[src/rtl/pixmap_pkg.sv]
package pixmap_pkg;
  typedef enum logic [1:0] {
    DEP_1 = 2'b00,
    DEP_2 = 2'b01,
    DEP_4 = 2'b10,
    DEP_4B = 2'b11
  } depth_e;

  // log2 of bits per pixel for a depth code; the spare code maps to 4 bpp
  function automatic logic [1:0] depth_lg(input depth_e d);
    case (d)
      DEP_1:   depth_lg = 2'd0;
      DEP_2:   depth_lg = 2'd1;
      default: depth_lg = 2'd2;
    endcase
  endfunction
endpackage

[src/rtl/pm_palette.sv]
module pm_palette #(
  parameter int REG_W   = 32,
  parameter int GREY_W  = 4,
  parameter int ENTRIES = 16,
  localparam int EPR    = REG_W / GREY_W,
  localparam int NREG   = ENTRIES / EPR,
  localparam int SEL_W  = (NREG > 1) ? $clog2(NREG) : 1,
  localparam int IDX_W  = $clog2(ENTRIES)
) (
  input  logic              clk,
  input  logic              rst_n,
  input  logic              wr_en,
  input  logic [SEL_W-1:0]  wr_sel,
  input  logic [REG_W-1:0]  wr_data,
  input  logic [IDX_W-1:0]  idx,
  output logic [GREY_W-1:0] grey
);
  logic [REG_W-1:0]  bank [NREG];
  logic [GREY_W-1:0] tbl  [ENTRIES];

  for (genvar r = 0; r < NREG; r++) begin : g_reg
    always_ff @(posedge clk) begin
      if (!rst_n) begin
        for (int e = 0; e < EPR; e++)
          bank[r][e*GREY_W +: GREY_W] <= GREY_W'(r * EPR + e);
      end else if (wr_en && (wr_sel == SEL_W'(r))) begin
        bank[r] <= wr_data;
      end
    end

    for (genvar e = 0; e < EPR; e++) begin : g_ent
      assign tbl[r*EPR + e] = bank[r][e*GREY_W +: GREY_W];
    end

    AST_PAL_LOAD: assert property (@(posedge clk) disable iff (!rst_n)
      $past(wr_en && (wr_sel == SEL_W'(r)) && rst_n) |-> bank[r] == $past(wr_data));
    AST_PAL_KEEP: assert property (@(posedge clk) disable iff (!rst_n)
      $past(!(wr_en && (wr_sel == SEL_W'(r))) && rst_n) |-> $stable(bank[r]));
  end

  assign grey = tbl[idx];
endmodule

[src/rtl/pm_unpack.sv]
module pm_unpack
  import pixmap_pkg::*;
#(
  parameter int WORD_W = 32,
  parameter int IDX_W  = 4,
  localparam int CNT_W = $clog2(WORD_W)
) (
  input  logic              clk,
  input  logic              rst_n,
  input  depth_e            depth_i,
  input  logic              word_valid,
  output logic              word_ready,
  input  logic [WORD_W-1:0] word_data,
  output logic              pix_valid,
  input  logic              pix_ready,
  output logic [IDX_W-1:0]  pix_idx
);
  logic [WORD_W-1:0] cur_q;
  logic [CNT_W-1:0]  cnt_q;
  logic              have_q;
  depth_e            dep_q;

  logic [1:0]        lg;
  logic [CNT_W-1:0]  off;
  logic [WORD_W-1:0] shifted;
  logic [IDX_W-1:0]  mask;
  logic              last, take_pix, take_word;

  always_comb begin
    lg       = depth_lg(dep_q);
    off      = CNT_W'(cnt_q << lg);
    shifted  = cur_q >> off;
    mask     = IDX_W'((1 << (1 << lg)) - 1);
    pix_idx  = shifted[IDX_W-1:0] & mask;
    last     = (cnt_q == CNT_W'((WORD_W >> lg) - 1));
    take_pix = have_q && pix_ready;
  end

  assign pix_valid  = have_q;
  assign word_ready = !have_q || (last && pix_ready);
  assign take_word  = word_valid && word_ready;

  always_ff @(posedge clk) begin
    if (!rst_n) begin
      cur_q  <= '0;
      cnt_q  <= '0;
      have_q <= 1'b0;
      dep_q  <= DEP_4;
    end else if (take_word) begin
      cur_q  <= word_data;
      cnt_q  <= '0;
      have_q <= 1'b1;
      dep_q  <= depth_i;
    end else if (take_pix) begin
      if (last) have_q <= 1'b0;
      else      cnt_q  <= cnt_q + 1'b1;
    end
  end

  AST_HOLD_PIX: assert property (@(posedge clk) disable iff (!rst_n)
    pix_valid && !pix_ready |=> pix_valid && $stable(pix_idx));
  AST_IDX_1BPP: assert property (@(posedge clk) disable iff (!rst_n)
    pix_valid && dep_q == DEP_1 |-> pix_idx < IDX_W'(2));
  AST_IDX_2BPP: assert property (@(posedge clk) disable iff (!rst_n)
    pix_valid && dep_q == DEP_2 |-> pix_idx < IDX_W'(4));
  AST_DEP_HOLD: assert property (@(posedge clk) disable iff (!rst_n)
    !take_word |=> $stable(dep_q));
  AST_DRAIN_EMPTY: assert property (@(posedge clk) disable iff (!rst_n)
    take_pix && last && !word_valid |=> !pix_valid);
endmodule

[src/rtl/nib_pixmap_top.sv]
module nib_pixmap_top
  import pixmap_pkg::*;
#(
  parameter int WORD_W  = 32,
  parameter int GREY_W  = 4,
  parameter int ENTRIES = 16,
  localparam int IDX_W  = $clog2(ENTRIES),
  localparam int NREG   = ENTRIES * GREY_W / WORD_W,
  localparam int SEL_W  = (NREG > 1) ? $clog2(NREG) : 1
) (
  input  logic              clk,
  input  logic              rst_n,
  input  logic [1:0]        depth_sel,
  input  logic              word_valid,
  output logic              word_ready,
  input  logic [WORD_W-1:0] word_data,
  output logic              pix_valid,
  input  logic              pix_ready,
  output logic [GREY_W-1:0] pix_grey,
  input  logic              pal_wr_en,
  input  logic [SEL_W-1:0]  pal_wr_sel,
  input  logic [WORD_W-1:0] pal_wr_data
);
  logic [IDX_W-1:0] idx;

  pm_unpack #(.WORD_W(WORD_W), .IDX_W(IDX_W)) u_unpack (
    .clk        (clk),
    .rst_n      (rst_n),
    .depth_i    (depth_e'(depth_sel)),
    .word_valid (word_valid),
    .word_ready (word_ready),
    .word_data  (word_data),
    .pix_valid  (pix_valid),
    .pix_ready  (pix_ready),
    .pix_idx    (idx)
  );

  pm_palette #(.REG_W(WORD_W), .GREY_W(GREY_W), .ENTRIES(ENTRIES)) u_pal (
    .clk     (clk),
    .rst_n   (rst_n),
    .wr_en   (pal_wr_en),
    .wr_sel  (pal_wr_sel),
    .wr_data (pal_wr_data),
    .idx     (idx),
    .grey    (pix_grey)
  );

  AST_STALL_NO_POP: assert property (@(posedge clk) disable iff (!rst_n)
    pix_valid && !pix_ready |-> !word_ready);
  AST_IDLE_READY: assert property (@(posedge clk) disable iff (!rst_n)
    !pix_valid |-> word_ready);
  AST_RESET_IDLE: assert property (@(posedge clk)
    $past(!rst_n) |-> !pix_valid);
endmodule

[config.mk]
export PLATFORM = sky130hd
export DESIGN_NAME = nib_pixmap_top
export DESIGN_NICKNAME = d
export VERILOG_FILES = /design/src/rtl/pixmap_pkg.sv /design/src/rtl/pm_palette.sv /design/src/rtl/pm_unpack.sv /design/src/rtl/nib_pixmap_top.sv
export SDC_FILE = /design/constraint.sdc
export NUM_CORES = 1
export LEC_CHECK = 0
export BUFFER_PORTS_ARGS = -buffer_cell sky130_fd_sc_hd__buf_2
export CORE_ASPECT_RATIO = 0.7
export CORE_UTILIZATION = 52
export DETAILED_ROUTE_END_ITERATION = 12
export GPL_TIMING_DRIVEN = 0
export PLACE_DENSITY = 0.76
export SLEW_MARGIN = 20
export SYNTH_ARGS = -nofsm -noshare
export SYNTH_HDL_FRONTEND = slang
export SYNTH_HIERARCHICAL = 1
export SYNTH_SLANG_ARGS = --single-unit
[constraint.sdc]
create_clock -name clk -period 3 [get_ports clk]
set_input_delay 0.3 -clock clk [delete_from_list [all_inputs] [get_ports clk]]
set_output_delay 0.3 -clock clk [all_outputs]
set_load 0.03 [all_outputs]
After elaboration in Yosys (flattened, before gate mapping). Memory sizes are Yosys's and may differ from the RTL's. Index checks and enable logic that the tools add are counted.

Flip-flop bits (word level): 40. Memory bits (writable): 64. Input bits: 72. Output and inout port bits: 6. Logic and storage cells: 52. Memories: 1.

Add/sub/neg operators: 3. Order comparisons: 1. Eq/ne operators: 2. Shifts and indexed selects: 5. Mux-type cells: 16. Bitwise logic cells: 7. Reduce and logical (&&, ||, !) cells: 13.

Memories: u_pal.bank (depth 2, width 32, read ports 2, clocked after memory_dff 0, write ports 2, line pm_palette.sv:18) `logic [REG_W-1:0] bank [NREG];`.

Operators with widths (number): two-way mux 32 bit (2); left shift 1 x 2 -> 32 bit (first input constant) (1); left shift 1 x 32 -> 4 bit (first input constant) (1); >> shifter 32 x 5 -> 4 bit (1); binary-select mux 4 bit (select 4 bit) (1); two-way mux 1 bit (10); two-way mux 4 bit (2); >> shifter 6 x 2 -> 5 bit (first input constant) (1); adder 5 x 1 -> 5 bit (second input constant) (1); == test 5 bit (1); greater-or-equal comparator 5 bit (second input constant) (1); logical AND 1 bit (5); inverter 4 -> 5 bit (1); left shift 5 x 2 -> 5 bit (1); subtractor 5 x 2 -> 5 bit (second input constant) (1); bitwise AND 4 bit (1); one-hot mux 2 bit (2 select lines) (1); AND reduction 2 bit (2); nonzero test 2 bit (2); subtractor 4 x 2 -> 4 bit (second input constant) (1); inverter 1 bit (3); == test 2 x 1 -> 1 bit (second input constant) (1); zero test 2 bit (1); OR 1 bit (2); other kinds (3) (3).

Longest topological paths before layout. Gate-level depths: netlist (run 1).

Depth in word-level cells: 10. Depth in mapped cells: 13.

Cells and area by module. Netlist (run 1), hierarchy kept.

By module, submodules not included: pm_palette (times used 1, cells each 179, area an instance 2937.8 um2); pm_unpack (times used 1, cells each 366, area an instance 2707.6 um2).

Worst setup path before layout (run 1). Ideal clock, no wire load.

Kind: register to output. Start: reg u_unpack.dep_q[0]. End: out pix_grey[2]. Data arrival time: 2.907 ns. Required time: 2.700 ns. Setup slack: -0.207 ns. Cell stages (with the launch flop): 13. Cells stage by stage: dfxtp_1 buf_4 mux2_4 o21ba_2 buf_4 mux4_2 nor2_1 o32ai_1 clkbuf_1 buf_2 mux4_2 a22oi_1 nand3_1.

Longest elaborated chain between the ends: 10. Elaborated cells between the ends (all ways): 13. Classes of those cells: add/sub (1); eq/ne (1); shift (4); mux (4); bitwise (2); reduce/logical (1).

Ends and longest elaborated chain: from (decl) (line pm_unpack.sv:21) `depth_e dep_q;`; from (signal assigned) (line pm_unpack.sv:53) `dep_q <= depth_i;`; == test 2 x 1 -> 1 bit or zero test 2 bit (tied branches) (line pixmap_pkg.sv:11) `case (d)`; one-hot mux 2 bit (2 select lines) * (line pixmap_pkg.sv:11); left shift 1 x 2 -> 32 bit (line pm_unpack.sv:33) `mask = IDX_W'((1 << (1 << lg)) - 1);`; left shift 1 x 32 -> 4 bit (line pm_unpack.sv:33); subtractor 4 x 2 -> 4 bit (line pm_unpack.sv:33); bitwise AND 4 bit * (line pm_unpack.sv:34) `pix_idx = shifted[IDX_W-1:0] & mask;`; via idx[1] (line nib_pixmap_top.sv:24) `logic [IDX_W-1:0] idx;`; inverter 4 -> 5 bit (not written as such) * (line pm_palette.sv:41) `assign grey = tbl[idx];`; binary-select mux 4 bit (select 4 bit) * (line pm_palette.sv:41); two-way mux 4 bit (not written as such) * (2 in series) (line pm_palette.sv:41); to (decl) (line nib_pixmap_top.sv:19) `output logic [GREY_W-1:0] pix_grey,`.

The timed path passes the listed nets; every way through them passes the cells marked *. The select of a mux whose other input is x is not followed.

Worst setup path in the final report (run 1). Ends and elaborated chain as after synthesis.

==> results of run 1 <==
==> synth_stat cells (2+ instances only) <==
master     number  share of area, %
nand2_1        66               4.4
edfxtp_1       64                34
nand3_1        49               4.3
o21ai_0        47               4.2
dfxtp_1        40                14
and2_1         33               3.7
nand2b_1       27               3.0
clkbuf_1       22               1.5
nor2_1         20               1.3
mux2i_1        16               2.8
a21oi_1        14               1.2
mux4_1         14               6.5
buf_2          11              0.98
mux2_2         10               2.0
a211oi_1        7              0.93
inv_1           7              0.47
or2b_1          7              0.93
nor2b_1         6              0.66
o221ai_1        5              0.78
a22oi_1         4              0.53
a31oi_1         4              0.44
buf_4           4              0.53
nand4_1         4              0.44
o22ai_1         4              0.44
a2bb2oi_1       3              0.47
buf_1           3              0.20
mux4_2          3               1.2
nor3_1          3              0.27
nor3b_1         3              0.40
o2111ai_1       3              0.47
xor2_1          3              0.47
a221oi_1        2              0.31
a311oi_1        2              0.31
buf_6           2              0.40
mux2_4          2              0.53
o211a_1         2              0.35
o21ai_1         2              0.18
o31ai_1         2              0.27
or3_1           2              0.22
xnor2_1         2              0.31
==> per-stage QoR <==
stage          area [um2]  std cells
3_3_place_gp         6300        754
6_report             7060        789
3_5_place_dp         6340        755
5_1_grt              7060        789
4_1_cts              6950        785
2_1_floorplan        5750        545
==> power by group <==
part	internal, mW	switching [mW]	leakage, nW
combinational	0.298	0.340	1.47
clock	0.642	0.572	0.153
sequential	1.62	0.0669	0.964
==> worst min-delay path by stage <==
stage | from | end | slack (ns) | cells past startpoint
after detailed placement | u_unpack/cur_q[20] | u_unpack/cur_q[20] | 0.49 | 2
after global placement | u_unpack/cur_q[5] | u_unpack/cur_q[5] | 0.49 | 2
final | word_data[29] | u_unpack/cur_q[29] | 0.19 | 3
after floorplan | word_valid | u_unpack/pix_valid | 0.44 | 2
after CTS | word_data[8] | u_unpack/cur_q[8] | 0.18 | 3
after global routing | word_data[28] | u_unpack/cur_q[28] | 0.20 | 3
==> state kept, by name, indices dropped and copies added, names as in the netlist <==
signal              cells
u_pal/bank             64
u_unpack/pix_valid      1
u_unpack/cnt_q          5
u_unpack/dep_q          2
u_unpack/cur_q         32
==> worst min-delay path: stages <==
cell and delay, ns:
buf_2 0.09, nand2_1 0.04, o21ai_0 0.05
==> layer usage <==
metal | global-route usage, % | wire [um]
met5 | 0 | 0
met4 | 6.68 | 191
met3 | 9.16 | 2190
met2 | 41.8 | 6680
met1 | 45.2 | 7540
==> cell families after synthesis <==
family / count (synthesis) / share of synthesized area (%)
buf+inv: 51 / 4.45
simple gates: 224 / 20.1
flops: 104 / 48.2
mux: 45 / 13.1
fa+ha+maj: 1 / 0.222
compound gates: 115 / 13.1
xor+xnor: 5 / 0.776
==> repair_timing <==
item	in CTS	in global routing
gates resized for setup	46	25
buffers inserted	14	3
cloned	2	1
pin swaps	4	13
endpoints found under the setup margin	4	4
==> layout make-up <==
cell class,instances,area (um2),share of cell area [%]
plain buffers,41,273,3.86
clock buffers,10,250,3.54
inverters,8,30.0,0.425
flip-flops and latches,104,2730,38.7
clock inverters,6,66.3,0.939
multi-input cells,391,2920,41.4
repair buffers,97,624,8.84
well taps,132,165,2.34
==> impl_metrics.tcl, run 1 <==
set metrics [dict create \
    synth_async_sr_flop_share_pct 0 \
    io_pins 78 \
    vdd_drop_max_uv 390 \
    fmax_ghz 0.263 \
    via_per_inst 6.23 \
    synth_area_um2 5650 \
    cp_max_fo 8 \
    cp_cell_sequence "mux2i_4 > nor2_4 > mux2_4 > o2111ai_4 > a41oi_2 > or3_4 > buf_12 > buf_12 > mux4_2 > a22oi_2 > nand3_4 > buf_6" \
    cap_violations 0 \
    syn_avg_cell_area_um2 10.4 \
    grt_overflow 0 \
    die_h_um 89.2 \
    holdWs_ns 0.187 \
    clock_latency_ns 0.35 \
    final_common_cell "buf_2" \
    worst_pin_slew_ns 1.01 \
    start_util_pct 54.1 \
    wire_per_inst_um 21.0 \
    clock_sinks 104 \
    finalHoldViolCount 0 \
    ys_ff_latch 104 \
    most-common-layout-cells "79 x buf_2, 64 x edfxtp_1, 62 x nand2_1" \
    yosysSeqAreaShare_pct 48.2 \
    path_clk_slew_ns 0.08 \
    track_usage_pct 30.0 \
    path_delay_family "multiplexers" \
    fin_skew_ns 0.00770 \
    final_antenna_net_count 0 \
    tritoncts "done" \
    hpwl_mm 11.8 \
    hp-class "in -> reg" \
    nFillCells 818 \
    die-area_um2 11300 \
    arrival_ns 3.50 \
    min_period_over_period_pct 127 \
    synth-edff-count 64 \
    syn-num-nets 618 \
    grt_pass1_vias 4427 \
    ctsHtreeMaxLevel 3 \
    crit_end "pix_grey[2]" \
    critPathLaunchType "register" \
    crit_path_start "u_unpack/dep_q[0]" \
    num_vias 4919 \
    fin_ws_ns -0.801 \
    cp_num_buf_inv 3 \
    period_needed_ns 3.80 \
    port_buffers 77 \
    grt_max_degree 33 \
    drive_gt1_share_pct 30.9 \
    gp_congestion 0.932 \
    r2r_slack_ns 0.63 \
    drt_iter0_drc 490 \
    worstPathRequired_ns 2.70 \
    reg2reg_depth 8 \
    synthCells 545 \
    reg2reg_to "u_unpack/cur_q[9]" \
    status "finished with violations" \
    ys.flop_type "edfxtp_1" \
    fin_tns_setup_ns -3.08 \
    num_rows 31 \
    maxSlewViolCount 0 \
    cellPowerDensity_nw_per_um2 501 \
    antenna_cells 0 \
    crit_slowest_cell "mux4_2" \
    die_w_um 127 \
    max_slew_margin_pct 32.4 \
    place_ws_ns -0.866 \
    antenna_found_initial 0 \
    rsz0062_at_grt "true" \
    violations "negative setup slack" \
    cts_hold_buf 0 \
    yosysUniqueCellTypes 61 \
    numCtsBuffers 9 \
    totalWireLength_mm 16.6 \
    path_common_cell "buf_12" \
    worst-setup-path-type "reg -> out" \
    ys.warnings.count 6 \
    nets 725 \
    core_area_um2 10400 \
    path_depth 12 \
    cpPeakStageDelay_ns 0.46 \
    grt_pass1_wl_mm 24.9 \
    cts_buffer_depth 2 \
    area_growth_pct 25.1 \
    first_pass_iters 7 \
    final_util_pct 67.7 \
    finalSetupViolCount 4 \
    r2r-start "u_unpack/dep_q[1]" \
    root_buffer "clkbuf_16" \
    leakagePower_nw 2.59 \
    endpoint_kind "output pin" \
    finalPower_mw 3.54 \
    drcViolationCount 0 \
]
(Power assumes the default switching activity.)
==> inputs of run 2 (changes only) <==
ABC_AREA = 1   (was not set)
CORE_UTILIZATION = 55   (was 52)
clock period = 4.5 ns   (was 3 ns; I/O delays follow)
==> run 2 against run 1 <==
Net effect: the run now ends clean; via count increased by 17%; critical path depth increased by 2; sequential power fell by 34%; non-clock buffer count fell by 14; worst hold slack improved by 0.12 ns; first-iteration DRC count grew 20%; wire length is 6.0% lower; largest power group unchanged.
==> impl_metrics.tcl, run 2 <==
set metrics [dict create \
    grt_pass1_vias 5335 \
    cp_max_fo 10 \
    wire_per_inst_um 13.6 \
    finalHoldViolCount 0 \
    nets 1067 \
    nFillCells 996 \
    fin_skew_ns 0.00670 \
    maxSlewViolCount 0 \
    hpwl_mm 11.7 \
    drcViolationCount 0 \
    io_pins 78 \
    yosysUniqueCellTypes 27 \
    core_area_um2 10600 \
    period_needed_ns 3.93 \
    via_per_inst 5.04 \
    final_common_cell "nand2_1" \
    synth_simple_gate_area_share_pct 38.8 \
    cp_num_buf_inv 5 \
    port_buffers 77 \
    synth_top_family_by_area "simple AND/OR/NAND/NOR gates" \
    path_depth 14 \
    top_register "u_pal/bank" \
    arrival_ns 3.48 \
    cts_buffer_depth 2 \
    root_buffer "clkbuf_16" \
    synth_top_area_cell "edfxtp_1" \
    syn_avg_cell_area_um2 6.76 \
    path_delay_family "buffers and inverters" \
    cts_hold_buf 0 \
    synthTopCellsByArea "edfxtp_1 31%, nand2_1 19%, dfxtp_1 13%" \
    cellPowerDensity_nw_per_um2 358 \
    synth-edff-count 64 \
    vdd_drop_max_uv 243 \
    ys_ff_latch 104 \
    cts_resized 0 \
    path_common_cell "nand3_1" \
    cpPeakStageDelay_ns 0.50 \
    worst-setup-path-type "reg -> out" \
    die_h_um 90.2 \
    reg2reg_depth 12 \
    r2r-start "u_unpack/dep_q[1]" \
    fin_tns_setup_ns 0 \
    grt_pass1_wl_mm 25.8 \
    area_growth_pct 15.4 \
    synthMuxAreaShare_pct 0 \
    drive_gt1_share_pct 14.9 \
    ys.warnings.count 6 \
    num_rows 31 \
    die_w_um 128 \
    gp_congestion 0.932 \
    crit_slowest_cell "buf_1" \
    hp-class "in -> reg" \
    cp_cell_sequence "buf_2 > buf_1 > nand3_1 > nand3_1 > nand3_1 > nand3_1 > nand3_1 > a21oi_1 > clkbuf_1 > inv_1 > nand3_1 > nand3_1 > nand2_1 > buf_2" \
    synth_top_area_share_pct 31.5 \
    synth_commonest_cells "313 x nand2_1, 154 x inv_1, 136 x nand3_1" \
    syn-num-nets 977 \
    drt_iter0_drc 589 \
    cap_violations 0 \
    synth-xor-area-share_pct 0.287 \
    tritoncts "done" \
    antenna_cells 0 \
    grt_overflow 0 \
    largest_reg_flops 64 \
    multi_input_area_um2 2540 \
    grt_max_degree 23 \
    path_clk_slew_ns 0.07 \
    reg2reg_to "u_unpack/cur_q[17]" \
    endpoint_kind "output pin" \
    finalSetupViolCount 0 \
    yosysMostFrequentCell "nand2_1" \
    seq_area_um2 2720 \
    fmax_ghz 0.255 \
    rsz0062_at_grt "false" \
    clock_latency_ns 0.35 \
    r2r_slack_ns 2.64 \
    start_util_pct 57.7 \
    status "complete, no violations" \
    yosysSeqAreaShare_pct 44.6 \
    clock_sinks 104 \
    synth_compound_area_share_pct 1.97 \
    die-area_um2 11500 \
    synthAdderAreaFrac_pct 0.205 \
    totalWireLength_mm 15.6 \
    antenna_found_initial 0 \
    ctsHtreeMaxLevel 3 \
    final_antenna_net_count 0 \
    ys.flop_type "edfxtp_1" \
    min_from "depth_sel[1]" \
    most-common-layout-cells "313 x nand2_1, 154 x inv_1, 136 x nand3_1" \
    track_usage_pct 29.0 \
    worstPathRequired_ns 4.05 \
    synthCells 904 \
    leakagePower_nw 3.62 \
    cts_setup_buffers 0 \
    min_period_over_period_pct 87.3 \
    num_vias 5777 \
    max_slew_margin_pct 52.7 \
    numCtsBuffers 9 \
    synth_async_sr_flop_share_pct 0 \
    worst_pin_slew_ns 0.704 \
    hold_path_end "u_unpack/dep_q[1]" \
    synth_area_um2 6110 \
    first_pass_iters 6 \
    top_regs "u_pal/bank: 64 flops, u_unpack/cur_q: 32 flops, u_unpack/cnt_q: 5 flops" \
    critPathLaunchType "register" \
    hold_depth 3 \
    holdWs_ns 0.310 \
]
-- run 2: cell types whose count changed in the layout (fill, tap and decap cells not counted), sizes merged, moves of 33 or more --
cell / previous run / this run
inv: 11 / 165
nand3: 49 / 137
nand2: 66 / 316
nor2: 22 / 109
and2: 33 / 0
o21ai: 49 / 4
-- run 2: worst max path at each step --
stage                            from  slack, ns           endpoint
detailed placement  u_unpack/dep_q[1]       1.11        pix_grey[2]
finish              u_unpack/cnt_q[0]       0.57        pix_grey[2]
global placement            pal_wr_en      -0.14  u_pal/bank[0][14]
floorplan                   pal_wr_en       1.23   u_pal/bank[1][0]
global route        u_unpack/cnt_q[0]       0.30        pix_grey[2]
CTS                 u_unpack/dep_q[1]       0.70        pix_grey[0]
-- run 2: routing by layer --
metal,share of wire (%),vias to the layer above,GRT usage (%)
met4,1.1,0,7.84
met5,0,-,0
li1,-,2948,-
met1,50,2544,44.3
met3,9.3,15,6.01
met2,40,270,41.1
-- run 2: kinds of logic after synthesis --
family                     after synthesis
AOI/OAI and AO/OA                       20
and+or+nand+nor                        570
buffers and inverters                  207
DFF                                    104
adders and majority gates                1
xor gates and xnor gates                 2
-- run 2: power breakdown --
part	total, mW	internal [mW]	switching, mW
Clock	0.769	0.387	0.382
Combinational	0.632	0.213	0.419
Sequential	1.12	1.09	0.0339
-- run 2: metrics by stage --
| stage | utilization, % | instances | cell area [um2] | power [mW] | setup slack, ns |
|---|---|---|---|---|---|
| 6_report | 66.6 | 1147 | 7050 | 2.52 | 0.571 |
| 5_1_grt | 66.6 | 1147 | 7050 | 2.64 | 0.303 |
| 4_1_cts | 66.6 | 1147 | 7050 | 2.52 | 0.700 |
| 3_5_place_dp | 63.8 | 1131 | 6760 | 1.76 | 1.11 |
| 3_3_place_gp | 63.1 | 1129 | 6680 | 1.75 | -0.143 |
| 2_1_floorplan | - | 904 | 6110 | 1.57 | 1.23 |
-- run 2: area by class of cell --
cell class,instances,area share (%)
timing repair buffer,79,6.25
inverter,162,8.63
tap,148,2.63
clock buffer,9,3.20
sequential,104,38.6
clock inverter,7,0.923
buffer,45,3.67
multi-input combinational,593,36.1
-- run 2: worst min-delay path, cell delays in order --
cell     delay [ns]
buf_2          0.08
nand2_1        0.04
nand3_1        0.06
